File: config.mk
export PLATFORM = sky130hd
export DESIGN_NAME = desc_ring_fetch
export DESIGN_NICKNAME = d
export VERILOG_FILES = /design/src/rtl/desc_ring_pkg.sv /design/src/rtl/ring_regs.sv /design/src/rtl/ring_fetch_ctrl.sv /design/src/rtl/ring_desc_asm.sv /design/src/rtl/desc_ring_fetch.sv
export SDC_FILE = /design/constraint.sdc
export NUM_CORES = 1
export LEC_CHECK = 0
export BUFFER_PORTS_ARGS = -buffer_cell sky130_fd_sc_hd__buf_2
export CORE_UTILIZATION = 55
export DETAILED_ROUTE_END_ITERATION = 8
export GPL_TIMING_DRIVEN = 1
export PLACE_DENSITY = 0.95
export SYNTH_ARGS = -nofsm -noshare
export SYNTH_HDL_FRONTEND = slang
export SYNTH_SLANG_ARGS = --single-unit
File: constraint.sdc
create_clock -name clk -period 4.12 [get_ports clk]
set_clock_uncertainty 0.2 [all_clocks]
set_input_delay 0.206 -clock clk [delete_from_list [all_inputs] [get_ports clk]]
set_output_delay 0.206 -clock clk [all_outputs]
set_load 0.005 [all_outputs]
File: src/rtl/desc_ring_pkg.sv
// Shared types and constants for the descriptor ring fetcher.
// Assumes a 32-bit register port and descriptors of four 32-bit words.
package desc_ring_pkg;
    localparam int DESC_WORDS = 4;
    localparam int REG_AW     = 3;

    localparam logic [REG_AW-1:0] RA_CTRL   = 3'd0;
    localparam logic [REG_AW-1:0] RA_START  = 3'd1;
    localparam logic [REG_AW-1:0] RA_SIZE   = 3'd2;
    localparam logic [REG_AW-1:0] RA_TAIL   = 3'd3;
    localparam logic [REG_AW-1:0] RA_CUR    = 3'd4;
    localparam logic [REG_AW-1:0] RA_STATUS = 3'd5;

    typedef enum logic [1:0] {
        ST_STOP  = 2'd0,
        ST_FETCH = 2'd1,
        ST_PRES  = 2'd2,
        ST_SUSP  = 2'd3
    } ring_state_e;
endpackage

File: src/rtl/ring_regs.sv
// Register file of the ring fetcher: run bit, start address, ring size, tail.
// Also presents the tail value as it stands this cycle, with a same-cycle
// write forwarded, so that the controller never acts on a stale tail.
// Assumes W >= IDX_W + 4.
module ring_regs
    import desc_ring_pkg::*;
#(
    parameter int W     = 32,
    parameter int IDX_W = 8
) (
    input  logic              clk,
    input  logic              rst_n,
    input  logic              we,
    input  logic [REG_AW-1:0] waddr,
    input  logic [W-1:0]      wdata,
    input  logic [REG_AW-1:0] raddr,
    input  logic [IDX_W-1:0]  cur_idx,
    input  ring_state_e       state,
    output logic              run,
    output logic [W-1:0]      start_addr,
    output logic [IDX_W-1:0]  last_idx,
    output logic [IDX_W-1:0]  tail_now,
    output logic [W-1:0]      rdata
);
    localparam int PAD = W - IDX_W - 4;

    logic [IDX_W-1:0] tail_q;
    logic [W-1:0]     cur_addr;

    // Register writes; address 4 and status are read-only
    always_ff @(posedge clk) begin
        if (!rst_n) begin
            run        <= 1'b0;
            start_addr <= '0;
            last_idx   <= '0;
            tail_q     <= '0;
        end else if (we) begin
            case (waddr)
                RA_CTRL:  run        <= wdata[0];
                RA_START: start_addr <= {wdata[W-1:4], 4'b0000};
                RA_SIZE:  last_idx   <= wdata[IDX_W-1:0];
                RA_TAIL:  tail_q     <= wdata[IDX_W-1:0];
                default:  ;
            endcase
        end
    end

    // Forward a tail write landing in the current cycle
    always_comb begin
        tail_now = (we && waddr == RA_TAIL) ? wdata[IDX_W-1:0] : tail_q;
    end

    // Byte address of the current slot
    always_comb begin
        cur_addr = start_addr + {{PAD{1'b0}}, cur_idx, 4'b0000};
    end

    // Read multiplexer
    always_comb begin
        case (raddr)
            RA_CTRL:   rdata = {{(W-1){1'b0}}, run};
            RA_START:  rdata = start_addr;
            RA_SIZE:   rdata = {{(W-IDX_W){1'b0}}, last_idx};
            RA_TAIL:   rdata = {{(W-IDX_W){1'b0}}, tail_q};
            RA_CUR:    rdata = cur_addr;
            RA_STATUS: rdata = {{(W-2){1'b0}}, state};
            default:   rdata = '0;
        endcase
    end
endmodule

File: src/rtl/ring_fetch_ctrl.sv
// Ring walker state machine: holds the current slot index and the word
// counter, issues memory reads, presents the descriptor, wraps after the
// last slot and suspends when the index meets the tail.
// Assumes the memory returns data in the same cycle as mem_ack.
module ring_fetch_ctrl
    import desc_ring_pkg::*;
#(
    parameter int W     = 32,
    parameter int IDX_W = 8
) (
    input  logic             clk,
    input  logic             rst_n,
    input  logic             run,
    input  logic [W-1:0]     start_addr,
    input  logic [IDX_W-1:0] last_idx,
    input  logic [IDX_W-1:0] tail_now,
    input  logic             mem_ack,
    input  logic             desc_ready,
    output ring_state_e      state,
    output logic [IDX_W-1:0] cur_idx,
    output logic [$clog2(DESC_WORDS)-1:0] word_sel,
    output logic             cap_en,
    output logic             mem_req,
    output logic [W-1:0]     mem_addr,
    output logic             desc_valid,
    output logic [W-1:0]     desc_addr,
    output logic             susp_irq
);
    localparam int SEL_W = $clog2(DESC_WORDS);
    localparam int PAD   = W - IDX_W - 4;
    localparam logic [SEL_W-1:0] LAST_WORD = SEL_W'(DESC_WORDS - 1);

    ring_state_e      state_d;
    logic [IDX_W-1:0] idx_d, idx_inc;
    logic [SEL_W-1:0] sel_d;
    logic             irq_d;

    // Slot following the current one, wrapping after the last slot
    always_comb begin
        idx_inc = (cur_idx == last_idx) ? '0 : cur_idx + 1'b1;
    end

    // Next-state, index and word counter decisions
    always_comb begin
        state_d = state;
        idx_d   = cur_idx;
        sel_d   = word_sel;
        if (!run) begin
            state_d = ST_STOP;
            idx_d   = '0;
            sel_d   = '0;
        end else begin
            case (state)
                ST_STOP: begin
                    sel_d   = '0;
                    state_d = (tail_now != cur_idx) ? ST_FETCH : ST_SUSP;
                end
                ST_FETCH: begin
                    if (mem_ack) begin
                        sel_d = word_sel + 1'b1;
                        if (word_sel == LAST_WORD) state_d = ST_PRES;
                    end
                end
                ST_PRES: begin
                    if (desc_ready) begin
                        idx_d   = idx_inc;
                        state_d = (tail_now != idx_inc) ? ST_FETCH : ST_SUSP;
                    end
                end
                default: begin
                    if (tail_now != cur_idx) state_d = ST_FETCH;
                end
            endcase
        end
        irq_d = run && (state_d == ST_SUSP) && (state != ST_SUSP);
    end

    // State, index, word counter and interrupt registers
    always_ff @(posedge clk) begin
        if (!rst_n) begin
            state    <= ST_STOP;
            cur_idx  <= '0;
            word_sel <= '0;
            susp_irq <= 1'b0;
        end else begin
            state    <= state_d;
            cur_idx  <= idx_d;
            word_sel <= sel_d;
            susp_irq <= irq_d;
        end
    end

    // Memory and stream outputs
    always_comb begin
        mem_req    = (state == ST_FETCH);
        cap_en     = mem_req && mem_ack;
        desc_valid = (state == ST_PRES);
        desc_addr  = start_addr + {{PAD{1'b0}}, cur_idx, 4'b0000};
        mem_addr   = start_addr + {{PAD{1'b0}}, cur_idx, word_sel, 2'b00};
    end
endmodule

File: src/rtl/ring_desc_asm.sv
// Collects the words of one descriptor into a wide register, one slot
// per word, written when the controller flags an accepted read.
module ring_desc_asm
    import desc_ring_pkg::*;
#(
    parameter int W = 32
) (
    input  logic                          clk,
    input  logic                          rst_n,
    input  logic                          cap_en,
    input  logic [$clog2(DESC_WORDS)-1:0] word_sel,
    input  logic [W-1:0]                  rdata,
    output logic [DESC_WORDS*W-1:0]       desc_word
);
    for (genvar g = 0; g < DESC_WORDS; g++) begin : g_word
        logic [W-1:0] word_q;
        // Capture word g of the descriptor
        always_ff @(posedge clk) begin
            if (!rst_n) word_q <= '0;
            else if (cap_en && word_sel == g) word_q <= rdata;
        end
        assign desc_word[g*W +: W] = word_q;
    end
endmodule

File: src/rtl/desc_ring_fetch.sv
// Top of the transmit descriptor ring fetcher: register file, walker state
// machine and descriptor assembly. Ownership is decided by comparing the
// current slot index with the software tail index.
module desc_ring_fetch
    import desc_ring_pkg::*;
#(
    parameter int W     = 32,
    parameter int IDX_W = 8
) (
    input  logic                     clk,
    input  logic                     rst_n,
    input  logic                     reg_we,
    input  logic [2:0]               reg_waddr,
    input  logic [W-1:0]             reg_wdata,
    input  logic [2:0]               reg_raddr,
    output logic [W-1:0]             reg_rdata,
    output logic                     mem_req,
    output logic [W-1:0]             mem_addr,
    input  logic                     mem_ack,
    input  logic [W-1:0]             mem_rdata,
    output logic                     desc_valid,
    input  logic                     desc_ready,
    output logic [DESC_WORDS*W-1:0]  desc_word,
    output logic [W-1:0]             desc_addr,
    output logic                     susp_irq
);
    localparam int SEL_W = $clog2(DESC_WORDS);

    logic             run_w;
    logic [W-1:0]     start_w;
    logic [IDX_W-1:0] last_w, tail_w, idx_w;
    logic [SEL_W-1:0] sel_w;
    logic             cap_w;
    ring_state_e      state_w;

    ring_regs #(.W(W), .IDX_W(IDX_W)) u_regs (
        .clk(clk), .rst_n(rst_n), .we(reg_we), .waddr(reg_waddr),
        .wdata(reg_wdata), .raddr(reg_raddr), .cur_idx(idx_w),
        .state(state_w), .run(run_w), .start_addr(start_w),
        .last_idx(last_w), .tail_now(tail_w), .rdata(reg_rdata)
    );

    ring_fetch_ctrl #(.W(W), .IDX_W(IDX_W)) u_ctrl (
        .clk(clk), .rst_n(rst_n), .run(run_w), .start_addr(start_w),
        .last_idx(last_w), .tail_now(tail_w), .mem_ack(mem_ack),
        .desc_ready(desc_ready), .state(state_w), .cur_idx(idx_w),
        .word_sel(sel_w), .cap_en(cap_w), .mem_req(mem_req),
        .mem_addr(mem_addr), .desc_valid(desc_valid),
        .desc_addr(desc_addr), .susp_irq(susp_irq)
    );

    ring_desc_asm #(.W(W)) u_asm (
        .clk(clk), .rst_n(rst_n), .cap_en(cap_w), .word_sel(sel_w),
        .rdata(mem_rdata), .desc_word(desc_word)
    );
endmodule

* Yosys cells after proc, flatten, opt, wreduce, memory -nomap -nowiden
Index checks and enable logic that the tools add are counted.
** Storage, ports and cells
- Bits of input ports :: 75
- Flip-flop bits (word level) :: 186
- Output and inout bits :: 227
- Word-level logic and storage cells :: 68
** Cells by class
- Eq/ne operators :: 19
- Muxes and demuxes :: 13
- Reductions and logical operators :: 20
- Add/sub/neg operators :: 4
** Operators by type and width (count)
- case mux 32 bit (6 select lines) :: 1
- adder 32 x 12 -> 32 bit :: 2
- 2-to-1 mux 2 bit :: 8
- 2-to-1 mux 8 bit :: 2
- != test 8 bit :: 2
- AND reduction 2 bit :: 7
- == test 3 x 2 -> 1 bit, second input constant :: 4
- adder 8 x 1 -> 8 bit, second input constant :: 1
- == test 2 bit, second input constant :: 4
- == test 8 bit :: 1
- logical AND 1 bit :: 8
- == test 3 x 1 -> 1 bit, second input constant :: 2
- == test 3 bit, second input constant :: 2
- zero test 3 bit :: 2
- case mux 2 bit (3 select lines) :: 1
- == test 2 x 1 -> 1 bit, second input constant :: 2
- zero test 2 bit :: 2
- case mux 2 bit (2 select lines) :: 1
- adder 2 x 1 -> 2 bit, second input constant :: 1
- != test 2 x 1 -> 1 bit, second input constant :: 1
- != test 2 bit, second input constant :: 1
- nonzero test 2 bit :: 1

* Depth between registers and ports, before layout
Gate-level depths: netlist of the first run.
- Depth after elaboration :: 11
- Gate-level depth with buffers :: 10
- Mapped depth without buffers :: 9

* By module
From an unflattened synthesis of the first run, not the netlist that was laid out.
** Unflattened totals
- Cell total of the unflattened synthesis :: 1202
- Area, all modules :: 10293.6 µm²
** By module, submodules not included
- ring_desc_asm :: sequential area each 2562.5 µm², area each 4792.1 µm², instances 1, cells an instance 453
- ring_regs :: sequential area each 900.9 µm², area each 3012.9 µm², instances 1, cells an instance 395
- ring_fetch_ctrl :: sequential area each 260.2 µm², area each 2488.6 µm², instances 1, cells an instance 354

* Worst setup path after synthesis of the first run
Ideal clock, no wire load.
- Path type :: register -> output
- From :: register u_regs.start_addr[4]
- To :: output mem_addr[16]
- Arrival :: 2468 ps
- Slack :: 1246 ps
- Required time :: 3714 ps
- Cell stages (with the launch flop) :: 11
- Path buffers :: 1
- Cells stage by stage :: dfxtp_1 -> ha_1 -> fa_1 -> a21o_1 -> a21oi_1 -> o21bai_1 -> a2111oi_0 -> nor2_1 -> nand2_1 -> xnor2_1 -> buf_4
** Between the ends
- Cells in the longest elaborated chain, start to end :: 1
** RTL lines
- start: declaration :: line ring_regs.sv:20 : output logic [W-1:0] start_addr,
- start signal: assignment :: line ring_regs.sv:40 : RA_START: start_addr <= {wdata[W-1:4], 4'b0000};
- adder 32 x 12 -> 32 bit :: line ring_fetch_ctrl.sv:99 : mem_addr = start_addr + {{PAD{1'b0}}, cur_idx, word_sel, 2'b00};
- end: declaration :: line desc_ring_fetch.sv:18 : output logic [W-1:0] mem_addr,
No other way between the ends.

* Worst setup path after layout of the first run
- From :: register u_ctrl.cur_idx[0]
- To :: output reg_rdata[12]
** Between the ends
- Cells in the longest elaborated chain, start to end :: 2
** RTL lines
- start: declaration :: line ring_fetch_ctrl.sv:20 : output logic [IDX_W-1:0] cur_idx,
- start signal: assignment :: line ring_fetch_ctrl.sv:87 : cur_idx <= idx_d;
- adder 32 x 12 -> 32 bit :: line ring_regs.sv:55 : cur_addr = start_addr + {{PAD{1'b0}}, cur_idx, 4'b0000};
- case mux 32 bit (6 select lines) :: line ring_regs.sv:60 : case (raddr)
- end: declaration :: line desc_ring_fetch.sv:16 : output logic [W-1:0] reg_rdata,
No other way between the ends.

==> out/qor.txt, run 1 <==
First-pass GRT wire length: 45.3 mm
Register area share after synthesis: 0.404
Ys flop type: dfxtp_1
Worst EP required: 3.71 ns
Normalized max-slew margin: 0.190
Critical R2R Capture: u_ctrl.susp_irq
Top-count cell post-synth: nand2_1
Post-synth EDFFs: 0
YS warnings: 0
Status: complete, no violations
Synth top area share: 0.404
Post-detail-place hpwl: 19.4 mm
Cell Area, Synth: 9210 sq um
Initial core utilization: 0.571
Crit path to: reg_rdata[12]
Yosys top cell by area: dfxtp_1
Initial antenna violation count: 0
Stages on the worst setup path: 10
Area delta synth->final: 27.3%
Worst Path Buf+Inv: 1
N_diodes: 0
Final Hold Fails: 0
Critical path class: flip-flop to output pin
Family with the most delay on the worst path: compound AO/OA/AOI/OAI gates
Hold WS: 0.0332 ns
Routed vias: 9,230
Max H-tree Level: 4
Routability-driven placement congestion ratio: 0.928
Number of cell rows: 46
Final #Nets: 1,515
Fin crit share: 0.935
Clock-pin slew on the worst setup and hold paths: 0.07 ns
Top cells by count, synth: 352 x nand2_1, 186 x dfxtp_1, 157 x a21boi_0, 68 x clkbuf_1, 35 x xnor2_1
Worst slew pin tran: 1.20 ns
Die W: 131 microns
Final setup fails: 0
Footprint of the multi-input gates: 4900 sq um
# IOs: 302
Fraction of layout cells with a size suffix above 1: 0.245
Post-route non-filler standard cell count: 1,655
Crit end category: output pin
Leakage: 0.00506 uW
Core ar.: 16,100 sq um
DRT Pass-1 Iters: 5
Post-CTS setup buffers: 0
Pwr dens: 312 nW/um^2
Slowest cell delay on critical path: 0.62 ns
Initial DRC Count: 641
Unrepaired setup endpoints after global routing: false
Worst reg2reg path depth: 7
Register area: 3720 sq um
Drt wl/cell: 17.6 microns
# Max-Cap Violations: 0
Post-route ant nets: 0
Worst vdd ir: 248 uV
Vias per cell: 5.58
Slowest library cell on the worst path: a2111oi_1
Ys async rst share: 0
FMAX: 260 MHz
Min cycle time layout: 3.85 ns
Overflow after GRT: 0
Die height: 131 microns
Crit-path cells: ha_1 -> fa_1 -> a21o_1 -> a21oi_1 -> o21bai_1 -> a2111oi_1 -> nor2_1 -> o21ai_0 -> a22o_1 -> buf_2
Number of global-route vias before repair: 9,081
Worst reg2reg path startpoint: u_ctrl.cur_idx[2]
CTS root buf: clkbuf_16
Power Total: 3660 uW
Cells taking the most area after synthesis: dfxtp_1 40%, nand2_1 14%, a21boi_0 13%
Drc violations: 0
Full die area: 17,300 sq um
Worst-Skew Late Latency: 0.43 ns
Total wire length: 29.1 mm
Syn_area_per_cell: 8.08 sq um
Synth cell types: 57
CTS buffer count: 17
FILL cells: 1,133
Number of port buffers: 295
Setup TNS: 0 ns
Min-Delay Path Class: primary input to flip-flop
Worst hold stages: 4
Crit-path max FO: 9
Largest net degree at the start of global routing: 104
Register bit total from synthesis: 186
CTS tree: yes
Reg2Reg Setup Slack: 0.90 ns
Tot GR Track Use: 0.330
Pins Over Slew Limit: 0
Arr. time, crit path: 3.45 ns
Clock Sinks: 186
Post-Syn Instances: 1,140
Critical Path Start Type: flip-flop
Clock Path Buffers: 2
CP startpoint: u_ctrl.cur_idx[0]
Cells after DPL: 1,557
[tightest hold or removal path, delay by kind of cell]
family	cells	cell delay, ns
muxes	1	0.14
buffers and inverters	1	0.12
AOI/OAI and AO/OA	1	0.11
and+or+nand+nor	1	0.05
[kinds of logic (layout without fill, tap and decap cells)]
logic type | after synthesis | count (layout) | share of synthesized area
other cells | 1 | 6 | 0.000407
buf+inv | 121 | 415 | 0.0658
flops | 186 | 186 | 0.404
mux | 32 | 32 | 0.0378
simple gates | 473 | 473 | 0.218
fa+ha+maj | 14 | 14 | 0.0198
xor+xnor | 49 | 49 | 0.0466
compound gates | 264 | 264 | 0.207
[cell type report]
| class | instances | area share |
|---|---|---|
| inverters | 10 | 0.00320 |
| clock inverters | 11 | 0.00726 |
| clock buffers | 21 | 0.0410 |
| repair buffers | 373 | 0.190 |
| multi-input cells | 838 | 0.418 |
| well taps | 216 | 0.0230 |
| flip-flops and latches | 186 | 0.318 |
[how the worst min path moves through the flow]
| stage | from | end | slack (ns) |
|---|---|---|---|
| 6_report | mem_ack | u_ctrl.word_sel[0] | 0.03 |
| 2_1_floorplan | desc_ready | u_ctrl.state[0] | 0.14 |
| 4_1_cts | mem_ack | u_ctrl.word_sel[0] | 0.008 |
| 3_5_place_dp | u_asm.g_word[2].word_q[17] | u_asm.g_word[2].word_q[17] | 0.25 |
| 5_1_grt | mem_ack | u_ctrl.word_sel[1] | 0.09 |
| 3_3_place_gp | u_asm.g_word[1].word_q[0] | u_asm.g_word[1].word_q[0] | 0.25 |
[metrics by stage]
step	util	cell area [sq um]	setup slack [ns]
2_1_floorplan	-	9230	1.25
3_3_place_gp	0.651	10500	0.874
3_5_place_dp	0.651	10500	0.629
4_1_cts	0.728	11700	0.166
5_1_grt	0.728	11700	0.00630
6_report	0.728	11700	0.267
[registers in the layout, summed over array words and instances, names as in the netlist]
signal	count
u_regs.tail_q	8
u_ctrl.cur_idx	8
u_regs.start_addr	28
u_regs.run	1
u_asm.g_word.word_q	128
u_ctrl.state	2
u_regs.last_idx	8
u_ctrl.susp_irq	1
u_ctrl.word_sel	2
[report_power, final]
group,switching (uW),leakage (uW),internal (uW)
clock,715,0.000278,845
sequential,13.8,0.00150,1810
combinational,141,0.00328,139
total,869,0.00506,2790
[placed cells by master (no fill, tap or decap), types with 5 or more instances in the layout]
cell / n
nor2_1: 34
o22ai_1: 8
a22o_1: 8
and3_1: 15
and2_1: 8
nor2b_1: 21
o21ai_0: 25
ha_1: 13
dfxtp_1: 186
buf_2: 294
mux2i_1: 25
conb_1: 6
xor2_1: 14
inv_1: 10
nand2_1: 352
a21boi_0: 157
nand3_1: 10
nand4_1: 5
buf_4: 13
o31ai_1: 9
xnor2_1: 35
dlygate4sd3_1: 66
a31oi_1: 11
a21oi_1: 15
clkbuf_16: 17
a22oi_1: 5
[metal layers]
layer | wire (microns) | share of wire | track usage | vias to the layer above
met4 | 1260 | 0.043 | 0.176 | 0
met2 | 14300 | 0.49 | 0.590 | 510
li1 | - | - | - | 4352
met5 | 0 | 0 | 0 | -
met1 | 10800 | 0.37 | 0.348 | 4266
met3 | 2710 | 0.093 | 0.0988 | 102
[what timing repair did]
item	CTS	global route
setup endpoints to repair	0	6
hold buffers	66	0
gates resized for setup	0	1
endpoints found under the hold margin	171	0
(Power assumes the default switching activity.)
==> inputs of run 2 (changes only) <==
ABC_AREA = 1   (was not set)
==> run 2 against run 1 <==
  * Sequential power about the same
  * Synthesized cell count up 7.1%
  * Clock power up 3%
  * Routed wire length up 6.3%
  * Sequential cell count unchanged
  * Area after synthesis down 4.2%
  * Combinational power up 8.9%
  * Global-route usage up 4.0 points
  * Total power up 2.4%
  * Fmax up 20%
  * Hold slack better by 0.12 ns
  * Via count up 9.6%
  * Critical endpoint is now reg_rdata[14]
  * Largest power group unchanged
==> out/qor.txt, run 2 <==
Status: complete, no violations (unchanged)
Registers with the most flip-flops: u_asm.g_word.word_q x128, u_regs.start_addr x28 (unchanged)
Met3 Usage GRT: 0.0936 (was 0.0988)
Pwr dens: 329 nW/um^2 (was 312 nW/um^2)
Ys async rst share: 0 (unchanged)
Core ar.: 15,400 sq um (was 16,100 sq um)
Crit path to: reg_rdata[14] (was reg_rdata[12])
Arr. time, crit path: 2.82 ns (was 3.45 ns)
Full die area: 16,600 sq um (was 17,300 sq um)
Initial core utilization: 0.572 (was 0.571)
Vias per cell: 5.82 (was 5.58)
Total wire length: 31.0 mm (was 29.1 mm)
Met2 Usage GRT: 0.610 (was 0.590)
Routability-driven placement congestion ratio: 0.924 (was 0.928)
Worst vdd ir: 291 uV (was 248 uV)
Ys flop type: dfxtp_1 (unchanged)
Int Pwr: 2740 uW (was 2790 uW)
Comb power frac: 0.081 (was 0.076)
Area delta synth->final: 28.9% (was 27.3%)
N_diodes: 0 (unchanged)
Final worst setup slack: 0.896 ns (was 0.267 ns)
Slowest cell delay on critical path: 0.43 ns (was 0.62 ns)
Power Total: 3750 uW (was 3660 uW)
CP startpoint: u_ctrl.cur_idx[0] (unchanged)
Clock-pin slew on the worst setup and hold paths: 0.08 ns (was 0.07 ns)
Initial DRC Count: 1,079 (was 641)
Number of port buffers: 295 (unchanged)
Register bit total from synthesis: 186 (unchanged)
Leakage: 0.00528 uW (was 0.00506 uW)
Max reg flops: 128 (unchanged)
Post-route non-filler standard cell count: 1,737 (was 1,655)
Critical path class: flip-flop to output pin (unchanged)
Setup TNS: 0 ns (unchanged)
Worst slew pin tran: 1.17 ns (was 1.20 ns)
Number of global-route vias before repair: 9,467 (was 9,081)
Syn_area_per_cell: 7.23 sq um (was 8.08 sq um)
Routed vias: 10,100 (was 9,230)
Drc violations: 0 (unchanged)
Post-route ant nets: 0 (unchanged)
Pins Over Slew Limit: 0 (unchanged)
Unrepaired setup endpoints after global routing: false (unchanged)
DRT Pass-1 Iters: 6 (was 5)
Final #Nets: 1,602 (was 1,515)
Die height: 129 microns (was 131 microns)
First-pass GRT wire length: 47.6 mm (was 45.3 mm)
Critical Path Start Type: flip-flop (unchanged)
Crit-path cells: ha_1 -> fa_1 -> nand3_1 -> nand3_2 -> nand2_1 -> a21oi_2 -> nand3_1 -> nand2_2 -> nand2_1 -> xor2_1 -> nand2_1 -> o21ai_0 -> buf_2 (was ha_1 -> fa_1 -> a21o_1 -> a21oi_1 -> o21bai_1 -> a2111oi_1 -> nor2_1 -> o21ai_0 -> a22o_1 -> buf_2)
Clock Path Buffers: 2 (unchanged)
Power share of the clock group: 0.430 (was 0.426)
Cells taking the most area after synthesis: dfxtp_1 42%, nand2_1 12%, a21oi_1 9.8% (was dfxtp_1 40%, nand2_1 14%, a21boi_0 13%)
Largest net degree at the start of global routing: 76 (was 104)
# Max-Cap Violations: 0 (unchanged)
Sw Pwr: 1000 uW (was 869 uW)
Worst-Skew Late Latency: 0.44 ns (was 0.43 ns)
Post-detail-place hpwl: 19.6 mm (was 19.4 mm)
Crit-path max FO: 7 (was 9)
Worst reg2reg path depth: 9 (was 7)
Worst EP required: 3.71 ns (about the same)
Fraction of layout cells with a size suffix above 1: 0.244 (was 0.245)
Top-count cell post-synth: nand2_1 (unchanged)
GRT met1 Usage: 0.421 (was 0.348)
Top cells by count, synth: 274 x nand2_1, 186 x dfxtp_1, 172 x a21oi_1, 155 x nand3_1, 83 x inv_1 (was 352 x nand2_1, 186 x dfxtp_1, 157 x a21boi_0, 68 x clkbuf_1, 35 x xnor2_1)
Critical R2R Capture: u_asm.g_word[0].word_q[18] (was u_ctrl.susp_irq)
Switch share: 0.268 (was 0.237)
CTS tree: yes (unchanged)
Final setup fails: 0 (unchanged)
FMAX: 310 MHz (was 260 MHz)
CTS buffer count: 17 (unchanged)
Synth top area share: 0.422 (was 0.404)
Tot GR Track Use: 0.370 (was 0.330)
Die W: 129 microns (was 131 microns)
Commonest non-fill, non-tap cells in the layout: 295 x buf_2, 274 x nand2_1, 186 x dfxtp_1 (was 352 x nand2_1, 294 x buf_2, 186 x dfxtp_1)
Top reg by flops: u_asm.g_word.word_q (unchanged)
Fin crit share: 0.783 (was 0.935)
Sequential share of power: 0.488 (was 0.498)
Cell Area, Synth: 8830 sq um (was 9210 sq um)
Clock Sinks: 186 (unchanged)
Core Util, Final: 0.738 (was 0.728)
Commonest non-fill, non-tap cell in the layout: buf_2 (was nand2_1)
Min cycle time layout: 3.22 ns (was 3.85 ns)
Post-CTS setup buffers: 0 (unchanged)
Most frequent cell on the critical path: nand2_1
Yosys top cell by area: dfxtp_1 (unchanged)
Worst slack, placed: 1.47 ns (was 0.629 ns)
Reg2Reg Setup Slack: 1.42 ns (was 0.90 ns)
Initial antenna violation count: 0 (unchanged)
Overflow after GRT: 0 (unchanged)
# IOs: 302 (unchanged)
GRT busiest layer: met2 (unchanged)
Drt wl/cell: 17.8 microns (was 17.6 microns)
Number of cell rows: 45 (was 46)
Post-synth EDFFs: 0 (unchanged)
Min-Delay Path Class: primary input to flip-flop (unchanged)
YS warnings: 0 (unchanged)
Worst reg2reg path startpoint: u_ctrl.state[0] (was u_ctrl.cur_idx[2])
Max H-tree Level: 4 (unchanged)
Cells after DPL: 1,637 (was 1,557)
Crit end category: output pin (unchanged)
Normalized max-slew margin: 0.215 (was 0.190)
Final Hold Fails: 0 (unchanged)
CTS root buf: clkbuf_16 (unchanged)
Synth cell types: 45 (was 57)
Post-Syn Instances: 1,221 (was 1,140)
Slowest library cell on the worst path: fa_1 (was a2111oi_1)
Register area share after synthesis: 0.422 (was 0.404)
## run 2: final cells by class
type                            instances  area [sq um]
Multi-Input combinational cell        839          4200
Fill cell                            1113          4050
Sequential cell                       186          3720
Timing Repair Buffer                  377          2260
Clock buffer                           17           425
Inverter                               92           349
Tap cell                              211           264
Clock inverter                         15           155
## run 2: worst min-delay path by stage
| stage | slack (ns) | end | cells past startpoint | from |
|---|---|---|---|---|
| after floorplan | 0.14 | u_regs.start_addr[10] | 2 | reg_wdata[10] |
| after global placement | 0.23 | u_regs.start_addr[9] | 3 | reg_wdata[9] |
| after detailed placement | 0.24 | u_regs.start_addr[15] | 3 | reg_wdata[15] |
| after CTS | 0.12 | u_regs.tail_q[4] | 5 | reg_waddr[0] |
| after global routing | 0.18 | u_regs.tail_q[1] | 4 | reg_waddr[0] |
| final | 0.16 | u_regs.tail_q[0] | 6 | reg_waddr[0] |
## run 2: power groups by stage
stage          Sequential, uW  Clock [uW]  Combinational, uW
2_1_floorplan            1870           0                144
3_3_place_gp             1870           0                234
3_5_place_dp             1870           0                239
4_1_cts                  1830        1610                291
5_1_grt                  1830        1690                327
6_report                 1830        1610                305
## run 2: logic make-up after synthesis
kind of cell	Yosys count	share of synthesized area
and+or+nand+nor	524	0.261
AOI/OAI and AO/OA	263	0.158
buffers and inverters	201	0.104
DFF	186	0.422
xor gates and xnor gates	32	0.0335
adders and majority gates	14	0.0207
other	1	0.000425
## run 2: metal layers
metal  vias up  routed length [microns]  part of all wire
met3       177                     3140              0.10
li1       4586                        -                 -
met4         0                     2100             0.068
met5         -                        0                 0
met2       754                    14700              0.48
met1      4598                    11000              0.35
## run 2: critical path, delay by kind of cell (launching register included)
family	cells	cell delay [ns]
AOI/OAI and AO/OA	2	0.17
xor gates and xnor gates	1	0.25
adders and majority gates	2	0.67
buffers and inverters	1	0.15
DFF	1	0.38
and+or+nand+nor	7	0.76
## run 2: stage by stage
stage          area (sq um)  hold WS (ns)
3_5_place_dp          10100         0.239
5_1_grt               11400         0.185
3_3_place_gp          10100         0.234
4_1_cts               11400         0.123
2_1_floorplan          8840         0.141
6_report              11400         0.156
## run 2: what timing repair did
action / in CTS / in global routing
hold buffers: 68 / 0
endpoints found under the hold margin: 169 / 0
resized for setup: 0 / 0
